<file path="src/rtl/sram_ctl_pkg.sv">
package sram_ctl_pkg;
  typedef enum logic [2:0] {
    ST_IDLE,
    ST_READ,
    ST_TURN,
    ST_PULSE,
    ST_HOLD
  } seq_state_t;
endpackage

</file>
<file path="src/rtl/sram_ctl_dcnt.sv">
module sram_ctl_dcnt #(
  parameter int W = 4
) (
  input  logic         clk,
  input  logic         rst_n,
  input  logic         load,
  input  logic [W-1:0] load_val,
  output logic         zero
);
  logic [W-1:0] cnt_q, cnt_d;

  always_comb begin
    if (load)              cnt_d = load_val;
    else if (cnt_q != '0)  cnt_d = cnt_q - 1'b1;
    else                   cnt_d = cnt_q;
  end

  always_ff @(posedge clk or negedge rst_n) begin
    if (!rst_n) cnt_q <= '0;
    else        cnt_q <= cnt_d;
  end

  assign zero = (cnt_q == '0);
endmodule

</file>
<file path="src/rtl/sram_ctl_seq.sv">
module sram_ctl_seq
  import sram_ctl_pkg::*;
#(
  parameter int RD_CYC   = 6,
  parameter int TURN_CYC = 2,
  parameter int WE_CYC   = 4,
  parameter int HOLD_CYC = 1,
  parameter int W        = 3
) (
  input  logic         clk,
  input  logic         rst_n,
  input  logic         start,
  input  logic         start_we,
  input  logic         ph_zero,
  input  logic         gap_zero,
  output logic         ready,
  output logic         ph_load,
  output logic [W-1:0] ph_val,
  output logic         capture,
  output logic         sel,
  output logic         oe,
  output logic         we,
  output logic         dq_en
);
  seq_state_t state_q, state_d;
  logic sel_q, sel_d, oe_q, oe_d, we_q, we_d, dq_en_q, dq_en_d;

  always_comb begin
    state_d = state_q;
    sel_d   = sel_q;
    oe_d    = oe_q;
    we_d    = we_q;
    dq_en_d = dq_en_q;
    ph_load = 1'b0;
    ph_val  = '0;
    capture = 1'b0;
    case (state_q)
      ST_IDLE: if (start) begin
        ph_load = 1'b1;
        sel_d   = 1'b1;
        if (start_we) begin
          state_d = ST_TURN;
          ph_val  = W'(TURN_CYC - 1);
        end else begin
          state_d = ST_READ;
          ph_val  = W'(RD_CYC - 1);
          oe_d    = 1'b1;
        end
      end
      ST_READ: if (ph_zero) begin
        state_d = ST_IDLE;
        capture = 1'b1;
        sel_d   = 1'b0;
        oe_d    = 1'b0;
      end
      ST_TURN: if (ph_zero) begin
        state_d = ST_PULSE;
        ph_load = 1'b1;
        ph_val  = W'(WE_CYC - 1);
        we_d    = 1'b1;
        dq_en_d = 1'b1;
      end
      ST_PULSE: if (ph_zero) begin
        state_d = ST_HOLD;
        ph_load = 1'b1;
        ph_val  = W'(HOLD_CYC - 1);
        we_d    = 1'b0;
      end
      ST_HOLD: if (ph_zero) begin
        state_d = ST_IDLE;
        sel_d   = 1'b0;
        dq_en_d = 1'b0;
      end
      default: state_d = ST_IDLE;
    endcase
  end

  always_ff @(posedge clk or negedge rst_n) begin
    if (!rst_n) begin
      state_q <= ST_IDLE;
      sel_q   <= 1'b0;
      oe_q    <= 1'b0;
      we_q    <= 1'b0;
      dq_en_q <= 1'b0;
    end else begin
      state_q <= state_d;
      sel_q   <= sel_d;
      oe_q    <= oe_d;
      we_q    <= we_d;
      dq_en_q <= dq_en_d;
    end
  end

  assign ready = (state_q == ST_IDLE) && gap_zero;
  assign sel   = sel_q;
  assign oe    = oe_q;
  assign we    = we_q;
  assign dq_en = dq_en_q;

  assert_we_selected_R6: assert property (@(posedge clk) disable iff (!rst_n)
    we_q |-> (sel_q && !oe_q && dq_en_q));
  assert_no_contention_R10: assert property (@(posedge clk) disable iff (!rst_n)
    dq_en_q |-> !oe_q);
  assert_read_strobes_R3: assert property (@(posedge clk) disable iff (!rst_n)
    oe_q |-> (sel_q && !we_q && !dq_en_q));
endmodule

</file>
<file path="src/rtl/sram_ctl.sv">
module sram_ctl #(
  parameter int ADDR_W    = 17,
  parameter int DATA_W    = 8,
  parameter int RD_CYC    = 6,
  parameter int TURN_CYC  = 2,
  parameter int WE_CYC    = 4,
  parameter int HOLD_CYC  = 1,
  parameter int CYCLE_CYC = 8
) (
  input  logic              clk,
  input  logic              rst_n,
  input  logic              req_valid,
  output logic              req_ready,
  input  logic              req_we,
  input  logic [ADDR_W-1:0] req_addr,
  input  logic [DATA_W-1:0] req_wdata,
  output logic              rsp_valid,
  output logic [DATA_W-1:0] rsp_rdata,
  output logic [ADDR_W-1:0] mem_addr,
  output logic              mem_ce_n,
  output logic              mem_ce,
  output logic              mem_we_n,
  output logic              mem_oe_n,
  output logic [DATA_W-1:0] mem_dq_out,
  output logic              mem_dq_oe,
  input  logic [DATA_W-1:0] mem_dq_in
);
  localparam int PH_MAX = (RD_CYC > TURN_CYC ? RD_CYC : TURN_CYC) >
                          (WE_CYC > HOLD_CYC ? WE_CYC : HOLD_CYC) ?
                          (RD_CYC > TURN_CYC ? RD_CYC : TURN_CYC) :
                          (WE_CYC > HOLD_CYC ? WE_CYC : HOLD_CYC);
  localparam int PH_W  = $clog2(PH_MAX + 1);
  localparam int GAP_W = $clog2(CYCLE_CYC + 1);

  logic              start, ph_load, ph_zero, gap_zero, capture;
  logic [PH_W-1:0]   ph_val;
  logic              sel, oe, we, dq_en;
  logic [ADDR_W-1:0] addr_q;
  logic [DATA_W-1:0] wdata_q, rdata_q;
  logic              rsp_q;

  assign start = req_valid && req_ready;

  sram_ctl_seq #(
    .RD_CYC(RD_CYC), .TURN_CYC(TURN_CYC), .WE_CYC(WE_CYC),
    .HOLD_CYC(HOLD_CYC), .W(PH_W)
  ) u_seq (
    .clk(clk), .rst_n(rst_n), .start(start), .start_we(req_we),
    .ph_zero(ph_zero), .gap_zero(gap_zero), .ready(req_ready),
    .ph_load(ph_load), .ph_val(ph_val), .capture(capture),
    .sel(sel), .oe(oe), .we(we), .dq_en(dq_en)
  );

  sram_ctl_dcnt #(.W(PH_W)) u_phase (
    .clk(clk), .rst_n(rst_n), .load(ph_load), .load_val(ph_val), .zero(ph_zero)
  );

  sram_ctl_dcnt #(.W(GAP_W)) u_gap (
    .clk(clk), .rst_n(rst_n), .load(start),
    .load_val(GAP_W'(CYCLE_CYC - 1)), .zero(gap_zero)
  );

  always_ff @(posedge clk or negedge rst_n) begin
    if (!rst_n) begin
      addr_q  <= '0;
      wdata_q <= '0;
      rdata_q <= '0;
      rsp_q   <= 1'b0;
    end else begin
      if (start)   addr_q  <= req_addr;
      if (start)   wdata_q <= req_wdata;
      if (capture) rdata_q <= mem_dq_in;
      rsp_q <= capture;
    end
  end

  assign mem_addr   = addr_q;
  assign mem_dq_out = wdata_q;
  assign mem_ce_n   = ~sel;
  assign mem_ce     = sel;
  assign mem_oe_n   = ~oe;
  assign mem_we_n   = ~we;
  assign mem_dq_oe  = dq_en;
  assign rsp_valid  = rsp_q;
  assign rsp_rdata  = rdata_q;

  assert_ready_standby_R2: assert property (@(posedge clk) disable iff (!rst_n)
    req_ready |-> (mem_ce_n && !mem_ce && mem_we_n && mem_oe_n && !mem_dq_oe));
  assert_write_stable_R9: assert property (@(posedge clk) disable iff (!rst_n)
    !mem_we_n |=> ($stable(mem_addr) && $stable(mem_dq_out) && mem_dq_oe && !mem_ce_n));
  assert_rsp_pulse_R4: assert property (@(posedge clk) disable iff (!rst_n)
    rsp_valid |=> !rsp_valid);
  assert_turn_before_we_R5: assert property (@(posedge clk) disable iff (!rst_n)
    $fell(mem_we_n) |-> ($past(!mem_ce_n) && $past(mem_oe_n) && mem_dq_oe));
endmodule

</file>
<file path="config.mk">
export PLATFORM = sky130hd
export DESIGN_NAME = sram_ctl
export DESIGN_NICKNAME = d
export VERILOG_FILES = /design/src/rtl/sram_ctl_pkg.sv /design/src/rtl/sram_ctl_dcnt.sv /design/src/rtl/sram_ctl_seq.sv /design/src/rtl/sram_ctl.sv
export SDC_FILE = /design/constraint.sdc
export NUM_CORES = 1
export LEC_CHECK = 0
export CAP_MARGIN = 15
export CORE_MARGIN = 5
export CORE_UTILIZATION = 44
export DETAILED_ROUTE_END_ITERATION = 10
export HOLD_SLACK_MARGIN = 0.02
export PLACE_DENSITY = 0.79
export SYNTH_ARGS = -nofsm -noshare
export SYNTH_HDL_FRONTEND = slang
export SYNTH_SLANG_ARGS = --single-unit
</file>
<file path="constraint.sdc">
create_clock -name clk -period 2.1 [get_ports clk]
set_input_delay 0.315 -clock clk [delete_from_list [all_inputs] [get_ports clk]]
set_output_delay 0.315 -clock clk [all_outputs]
set_load 0.03 [all_outputs]
</file>
==> results of run 1 <==
-- worst max-delay path, stage by stage (launching register included) --
cell	delay [ps]
sky130_fd_sc_hd__dfrtp_1	390
sky130_fd_sc_hd__inv_1	120
sky130_fd_sc_hd__ha_1	260
sky130_fd_sc_hd__and3_1	170
sky130_fd_sc_hd__dlygate4sd2_1	390
-- flip-flops by register name (all words and copies together), names as in the netlist, 3 cells and up --
signal and cells:
mem_addr 17, mem_dq_out 8, rsp_rdata 8, u_gap.cnt_q 4
u_phase.cnt_q 3, u_seq.state_q 3
-- power by group through the flow --
stage          clock [mW]  combinational, mW  sequential [mW]
4_1_cts             0.684               2.68             1.59
3_5_place_dp            0               2.68             1.60
5_1_grt             0.721               2.82             1.65
3_3_place_gp            0               2.63             1.58
6_report            0.658               2.65             1.59
2_1_floorplan           0               1.02             2.23
-- synth_stat cells, drive strengths merged --
cell | n | area share
a211oi | 1 | 0.0036
a21o | 1 | 0.0036
a21oi | 4 | 0.0095
and2b | 1 | 0.0036
and3 | 1 | 0.0030
buf | 6 | 0.024
clkbuf | 1 | 0.0018
dfrtp | 48 | 0.57
ha | 4 | 0.024
inv | 8 | 0.014
mux2 | 34 | 0.22
mux2i | 2 | 0.0095
nand2 | 8 | 0.014
nand2b | 2 | 0.0059
nand3 | 4 | 0.0095
nand4 | 1 | 0.010
nor2 | 7 | 0.012
nor2b | 1 | 0.0030
nor3 | 4 | 0.015
nor3b | 1 | 0.0036
o211ai | 1 | 0.0036
o21ai | 4 | 0.0095
o22ai | 2 | 0.0059
o31ai | 1 | 0.0036
or3 | 2 | 0.0059
xnor2 | 2 | 0.0083
-- cell type report --
cell class                      instances  area share
Tap cell                               54      0.0221
Inverter                                8     0.00982
Timing Repair Buffer                   84       0.271
Clock buffer                            5      0.0225
Clock inverter                          3      0.0139
Sequential cell                        48       0.393
Multi-Input combinational cell         88       0.267
-- metrics by stage --
stage	total power [mW]	area (um^2)	hold WS (ps)	worst slack, ps
floorplan	3.25	2100	19.4	562
global placement	4.21	2940	318	251
CTS	4.95	3060	517	164
finish	4.89	3060	511	169
detailed placement	4.27	2940	318	216
global route	5.19	3060	530	90.2
-- cell families after synthesis --
family	count (synthesis)	synth area share
flip-flops	48	0.571
adder cells (fa/ha/maj)	4	0.0238
XOR/XNOR	2	0.00833
multiplexers	36	0.231
AND/OR/NAND/NOR	32	0.0863
buffers and inverters	15	0.0405
AO/OA/AOI/OAI	14	0.0393
-- final timing paths --
check	from	cells after the start	slack, ps	to
max in group asynchronous	rst_n	3	1350	u_gap.cnt_q[0]$_DFFE_PN0P_
min in group asynchronous	rst_n	3	530	u_phase.cnt_q[1]$_DFFE_PN0P_
max reg2reg	u_phase.cnt_q[0]$_DFFE_PN0P_	5	320	rsp_rdata[0]$_DFFE_PN0P_
min	rsp_rdata[4]$_DFFE_PN0P_	1	510	rsp_rdata[4]$_DFFE_PN0P_
min reg2reg	rsp_rdata[4]$_DFFE_PN0P_	1	510	rsp_rdata[4]$_DFFE_PN0P_
max	u_gap.cnt_q[0]$_DFFE_PN0P_	4	170	req_ready
-- per-layer routing --
metal,routed length [um],part of all wire,GRT usage
met1,1850,0.44,0.191
met2,2060,0.49,0.230
met3,297,0.070,0.0533
met4,16,0.0038,0.0206
met5,0,0,0
-- timing repair --
item / 4_1_cts / 5_1_grt
endpoints found under the hold margin: 48 / 0
buffers inserted: 0 / 0
resized for setup: 1 / 0
endpoints found under the setup margin: 1 / 0
hold buffers: 1 / 0
==> impl_metrics.env, run 1 <==
export IMPL_critPathKind="reg -> out"
export IMPL_cp_data_arrival_time_ps=1620
export IMPL_detail_route_first_pass_iterations=4
export IMPL_combined_flip_flop_and_latch_cell_area_um2=1200
export IMPL_leakage_component_of_the_power_nw=1.43
export IMPL_clock_input_transition_at_the_sequential_cells_of_the_worst_setup_and_hold_paths_ps=90
export IMPL_area_of_the_multi_input_gates_um2=817
export IMPL_effective_utilization_at_floorplan=0.448
export IMPL_power_switching_share=0.385
export IMPL_switchingPower_mw=1.88
export IMPL_sequential_power_share=0.325
export IMPL_h_tree_depth=2
export IMPL_grt_pass1_wl_um=7150
export IMPL_dp_cells=281
export IMPL_clock_sinks=48
export IMPL_num_antenna_cells=0
export IMPL_hold_viol=0
export IMPL_worst_slew_margin_rel=0.712
export IMPL_flow_area_growth_from_synthesis_pct=45.3
export IMPL_die_height_um=79.1
export IMPL_outcome="finished clean"
export IMPL_layout_cells_most_common="sky130_fd_sc_hd__clkdlybuf4s50_1"
export IMPL_first_global_vias=1477
export IMPL_area_of_the_mapped_netlist_um2=2100
export IMPL_tritoncts="done"
export IMPL_post_drt_via_cell_ratio=4.86
export IMPL_place_gp_congestion=0.771
export IMPL_instances_no_fill=290
export IMPL_clk_latency_ps=290
export IMPL_worstSetupStartpointType="flip-flop"
export IMPL_synth_cell_type_count=30
export IMPL_clkPwrFrac=0.135
export IMPL_drive_above_1_share=0.220
export IMPL_power_per_cell_area_nw_per_um2=1600
export IMPL_synth_seq_cells=48
export IMPL_core_area_um2=4690
export IMPL_num_rows=25
export IMPL_cp_required_ps=1780
export IMPL_detail_route_antenna_nets=0
export IMPL_ys_warnings_count=0
export IMPL_place_detailed_hpwl_um=3120
export IMPL_vdd_ir_drop_worst_uv=1010
export IMPL_post_route_drc_count=0
export IMPL_design_portCount=77
export IMPL_full_die_area_um2=6260
export IMPL_first_iter_violations=64
export IMPL_fin_tns_setup_ps=0
export IMPL_port_buffer_count=76
export IMPL_grt_max_degree=49
export IMPL_share_comb_of_total_power=0.541
export IMPL_post_drt_wl_per_cell_um=14.6
export IMPL_mostFrequentLayoutCells="sky130_fd_sc_hd__clkdlybuf4s50_1 (74), sky130_fd_sc_hd__dfrtp_1 (48), sky130_fd_sc_hd__mux2_4 (22)"
export IMPL_filler_cell_count=378
export IMPL_layout_worst_path_cycle_share=0.919
export IMPL_globalRouteOverflowTotal=0
export IMPL_period_minus_slack_ps=1930
export IMPL_crit_path_end_kind="output pin"
export IMPL_synth_sequential_area_ratio=0.571
export IMPL_hold_path_class="reg -> reg"
export IMPL_dr_total_vias=1409
export IMPL_max_cap_viol_count=0
export IMPL_setup_viol=0
export IMPL_die_x_um=79.1
export IMPL_post_synth_inst_count=151
export IMPL_achievable_frequency_mhz=518
export IMPL_fin_nets=276
export IMPL_finalWirelength_um=4220
export IMPL_drv_slew=0
export IMPL_finalClockSkew_ps=9.34
export IMPL_clock_tree_buffer_depth=2
export IMPL_tightestPinTransition_ps=431
export IMPL_global_route_usage_total=0.143
export IMPL_setup_repair_after_global_routing_missed_its_margin="false"
export IMPL_syn_avg_cell_area_um2=13.9
export IMPL_power_internal_mw=3.01
export IMPL_critical_path_max_fanout=4
export IMPL_cts_buffers=5
export IMPL_cts_root_buf="sky130_fd_sc_hd__clkbuf_8"
export IMPL_syn_nets=192
export IMPL_antenna_found_initial=0
export IMPL_layout_core_utilization=0.651
Note: power is estimated with default switching activity, not from simulation.
==> inputs of run 2 (changes only) <==
--- a/config.mk
+++ b/config.mk
@@ -6,11 +6,13 @@
 export NUM_CORES = 1
 export LEC_CHECK = 0
 export CAP_MARGIN = 15
+export CORE_ASPECT_RATIO = 0.9
 export CORE_MARGIN = 5
 export CORE_UTILIZATION = 44
 export DETAILED_ROUTE_END_ITERATION = 10
 export HOLD_SLACK_MARGIN = 0.02
 export PLACE_DENSITY = 0.79
+export SLEW_MARGIN = 10
 export SYNTH_ARGS = -nofsm -noshare
 export SYNTH_HDL_FRONTEND = slang
 export SYNTH_SLANG_ARGS = --single-unit
==> run 2 against run 1 <==
Compared with the run above: clock skew is 5.6 ps lower; cell count grew 2.1%; flip-flop and latch count did not move; clock-buffer cell count unchanged; power up 0.67%; sequential share of layout area down 0.13 points; die area about the same; via count grew 1.4%; design area is 0.33% higher; fmax up 4.7%; first-iteration DRC count is 42% higher; utilization is 2.3 points higher; largest power group unchanged; highest routed layer unchanged.
==> impl_metrics.env, run 2 (same netlist as run 1, synthesis figures left out) <==
export IMPL_outcome="finished clean"
export IMPL_combined_flip_flop_and_latch_cell_area_um2=1200
export IMPL_place_gp_congestion=0.819
export IMPL_area_of_the_multi_input_gates_um2=817
export IMPL_finalClockSkew_ps=3.73
export IMPL_first_iter_violations=91
export IMPL_post_drt_via_cell_ratio=4.83
export IMPL_cts_buffers=5
export IMPL_grt_max_degree=49
export IMPL_fin_nets=276
export IMPL_achievable_frequency_mhz=542
export IMPL_post_drt_wl_per_cell_um=16.3
export IMPL_effective_utilization_at_floorplan=0.463
export IMPL_die_x_um=82.9
export IMPL_clock_input_transition_at_the_sequential_cells_of_the_worst_setup_and_hold_paths_ps=80
export IMPL_flow_area_growth_from_synthesis_pct=45.8
export IMPL_vdd_ir_drop_worst_uv=1010
export IMPL_cp_required_ps=1780
export IMPL_layout_cells_most_common="sky130_fd_sc_hd__clkdlybuf4s50_1"
export IMPL_layout_worst_path_cycle_share=0.878
export IMPL_critPathKind="reg -> out"
export IMPL_drive_above_1_share=0.214
export IMPL_mostFrequentLayoutCells="sky130_fd_sc_hd__clkdlybuf4s50_1 (74), sky130_fd_sc_hd__dfrtp_1 (48), sky130_fd_sc_hd__mux2_4 (22)"
export IMPL_instances_no_fill=296
export IMPL_cts_root_buf="sky130_fd_sc_hd__clkbuf_8"
export IMPL_power_per_cell_area_nw_per_um2=1610
export IMPL_layout_core_utilization=0.674
export IMPL_clock_tree_buffer_depth=2
export IMPL_detail_route_first_pass_iterations=4
export IMPL_setup_viol=0
export IMPL_detail_route_antenna_nets=0
export IMPL_tritoncts="done"
export IMPL_global_route_usage_total=0.157
export IMPL_crit_path_end_kind="output pin"
export IMPL_clock_sinks=48
export IMPL_clk_latency_ps=290
export IMPL_max_cap_viol_count=0
export IMPL_port_buffer_count=76
export IMPL_regToRegEndpoint="rsp_rdata[6]$_DFFE_PN0P_"
export IMPL_design_power_total_mw=4.92
export IMPL_first_global_vias=1558
export IMPL_antenna_found_initial=0
export IMPL_design_portCount=77
export IMPL_setup_repair_after_global_routing_missed_its_margin="false"
export IMPL_die_height_um=75.6
export IMPL_full_die_area_um2=6260
export IMPL_tightestPinTransition_ps=442
export IMPL_leakage_component_of_the_power_nw=1.43
export IMPL_worstSetupStartpointType="flip-flop"
export IMPL_dr_total_vias=1429
export IMPL_cp_data_arrival_time_ps=1530
export IMPL_core_area_um2=4550
export IMPL_timing_reg2reg_setup_slack_ps=290
export IMPL_hold_path_class="reg -> reg"
export IMPL_dp_cells=289
export IMPL_drv_slew=0
export IMPL_fin_tns_setup_ps=0
export IMPL_critical_path_max_stage_delay_ps=410
export IMPL_crit_path_top_delay_cell="sky130_fd_sc_hd__dfrtp_1"
export IMPL_largest_reg_flops=17
export IMPL_place_detailed_hpwl_um=3590
export IMPL_reg2reg_from="u_phase.cnt_q[0]$_DFFE_PN0P_"
export IMPL_globalRouteOverflowTotal=0
export IMPL_hold_viol=0
export IMPL_filler_cell_count=358
export IMPL_startpoint="u_seq.state_q[2]$_DFFE_PN0P_"
export IMPL_crit_chain="nor3_4 > and3_1 > dlygate4sd2_1"
export IMPL_finalWirelength_um=4830
export IMPL_grt_pass1_wl_um=7620
export IMPL_crit_end="req_ready"
export IMPL_num_antenna_cells=0
export IMPL_worst_slew_margin_rel=0.704
export IMPL_critical_path_max_fanout=3
export IMPL_num_rows=23
export IMPL_post_route_drc_count=0
export IMPL_period_minus_slack_ps=1840
export IMPL_worst_r2r_cell_count=5
export IMPL_h_tree_depth=2
-- run 2: changes by cell type in the layout (fill, tap and decap cells not counted) --
cell,before,now
sky130_fd_sc_hd__buf_12,1,2
sky130_fd_sc_hd__clkinv_2,1,0
sky130_fd_sc_hd__clkinvlp_4,1,0
sky130_fd_sc_hd__buf_4,6,5
-- run 2: routing by layer --
metal / routed length (um) / vias up / track usage
met2: 2370 / 46 / 0.270
met5: 0 / - / 0
met3: 341 / 2 / 0.0714
met4: 27 / 0 / 0.0381
met1: 2100 / 703 / 0.185
li1: - / 678 / -
-- run 2: timing repair --
action	CTS	global route
hold buffers	1	0
endpoints found under the setup margin	1	0
resized for setup	1	0
buffers inserted	0	0
hold endpoints to repair	48	0
-- run 2: layout make-up --
| class | count | area share |
|---|---|---|
| well taps | 62 | 0.0253 |
| repair buffers | 84 | 0.275 |
| inverters | 8 | 0.00979 |
| flip-flops and latches | 48 | 0.392 |
| multi-input cells | 88 | 0.266 |
| clock buffers | 5 | 0.0224 |
| clock inverters | 1 | 0.00979 |
-- run 2: worst min-delay path by stage --
stage / end / cells past startpoint / slack, ps / start
floorplan: mem_addr[0]$_DFFE_PN0P_ / 0 / 20 / rst_n
global placement: u_seq.we$_DFFE_PN0P_ / 2 / 320 / rst_n
detailed placement: u_seq.dq_en$_DFFE_PN0P_ / 2 / 320 / rst_n
CTS: mem_addr[11]$_DFFE_PN0P_ / 1 / 510 / mem_addr[11]$_DFFE_PN0P_
global route: mem_addr[11]$_DFFE_PN0P_ / 1 / 530 / mem_addr[11]$_DFFE_PN0P_
finish: mem_addr[11]$_DFFE_PN0P_ / 1 / 510 / mem_addr[11]$_DFFE_PN0P_
-- run 2: power by group --
| part | internal [mW] | switching [mW] | leakage [nW] |
|---|---|---|---|
| combinational | 1.31 | 1.39 | 0.799 |
| sequential | 1.36 | 0.248 | 0.583 |
| clock | 0.342 | 0.276 | 0.0501 |
-- run 2: stage by stage --
stage               cell area, um^2  setup slack [ps]  hold WS [ps]
finish                         3070               256           506
global route                   3070               150           529
global placement               2960               297           319
detailed placement             2960               285           317
CTS                            3070               234           512
floorplan                      2100               562          19.4
-- run 2: worst max-delay path: cells and delay by family, from the launching register on --
family	cells	cell delay (ps)
and+or+nand+nor	2	440
DFF	1	410
buffers and inverters	1	390
==> inputs of run 3 (changes only) <==
--- a/config.mk
+++ b/config.mk
@@ -12,6 +12,7 @@
 export DETAILED_ROUTE_END_ITERATION = 10
 export HOLD_SLACK_MARGIN = 0.02
 export PLACE_DENSITY = 0.79
+export SETUP_SLACK_MARGIN = 0.1
 export SLEW_MARGIN = 10
 export SYNTH_ARGS = -nofsm -noshare
 export SYNTH_HDL_FRONTEND = slang
==> results of run 3 <==
Same layout as run 2: the final DEF is identical, and so are final timing and power.
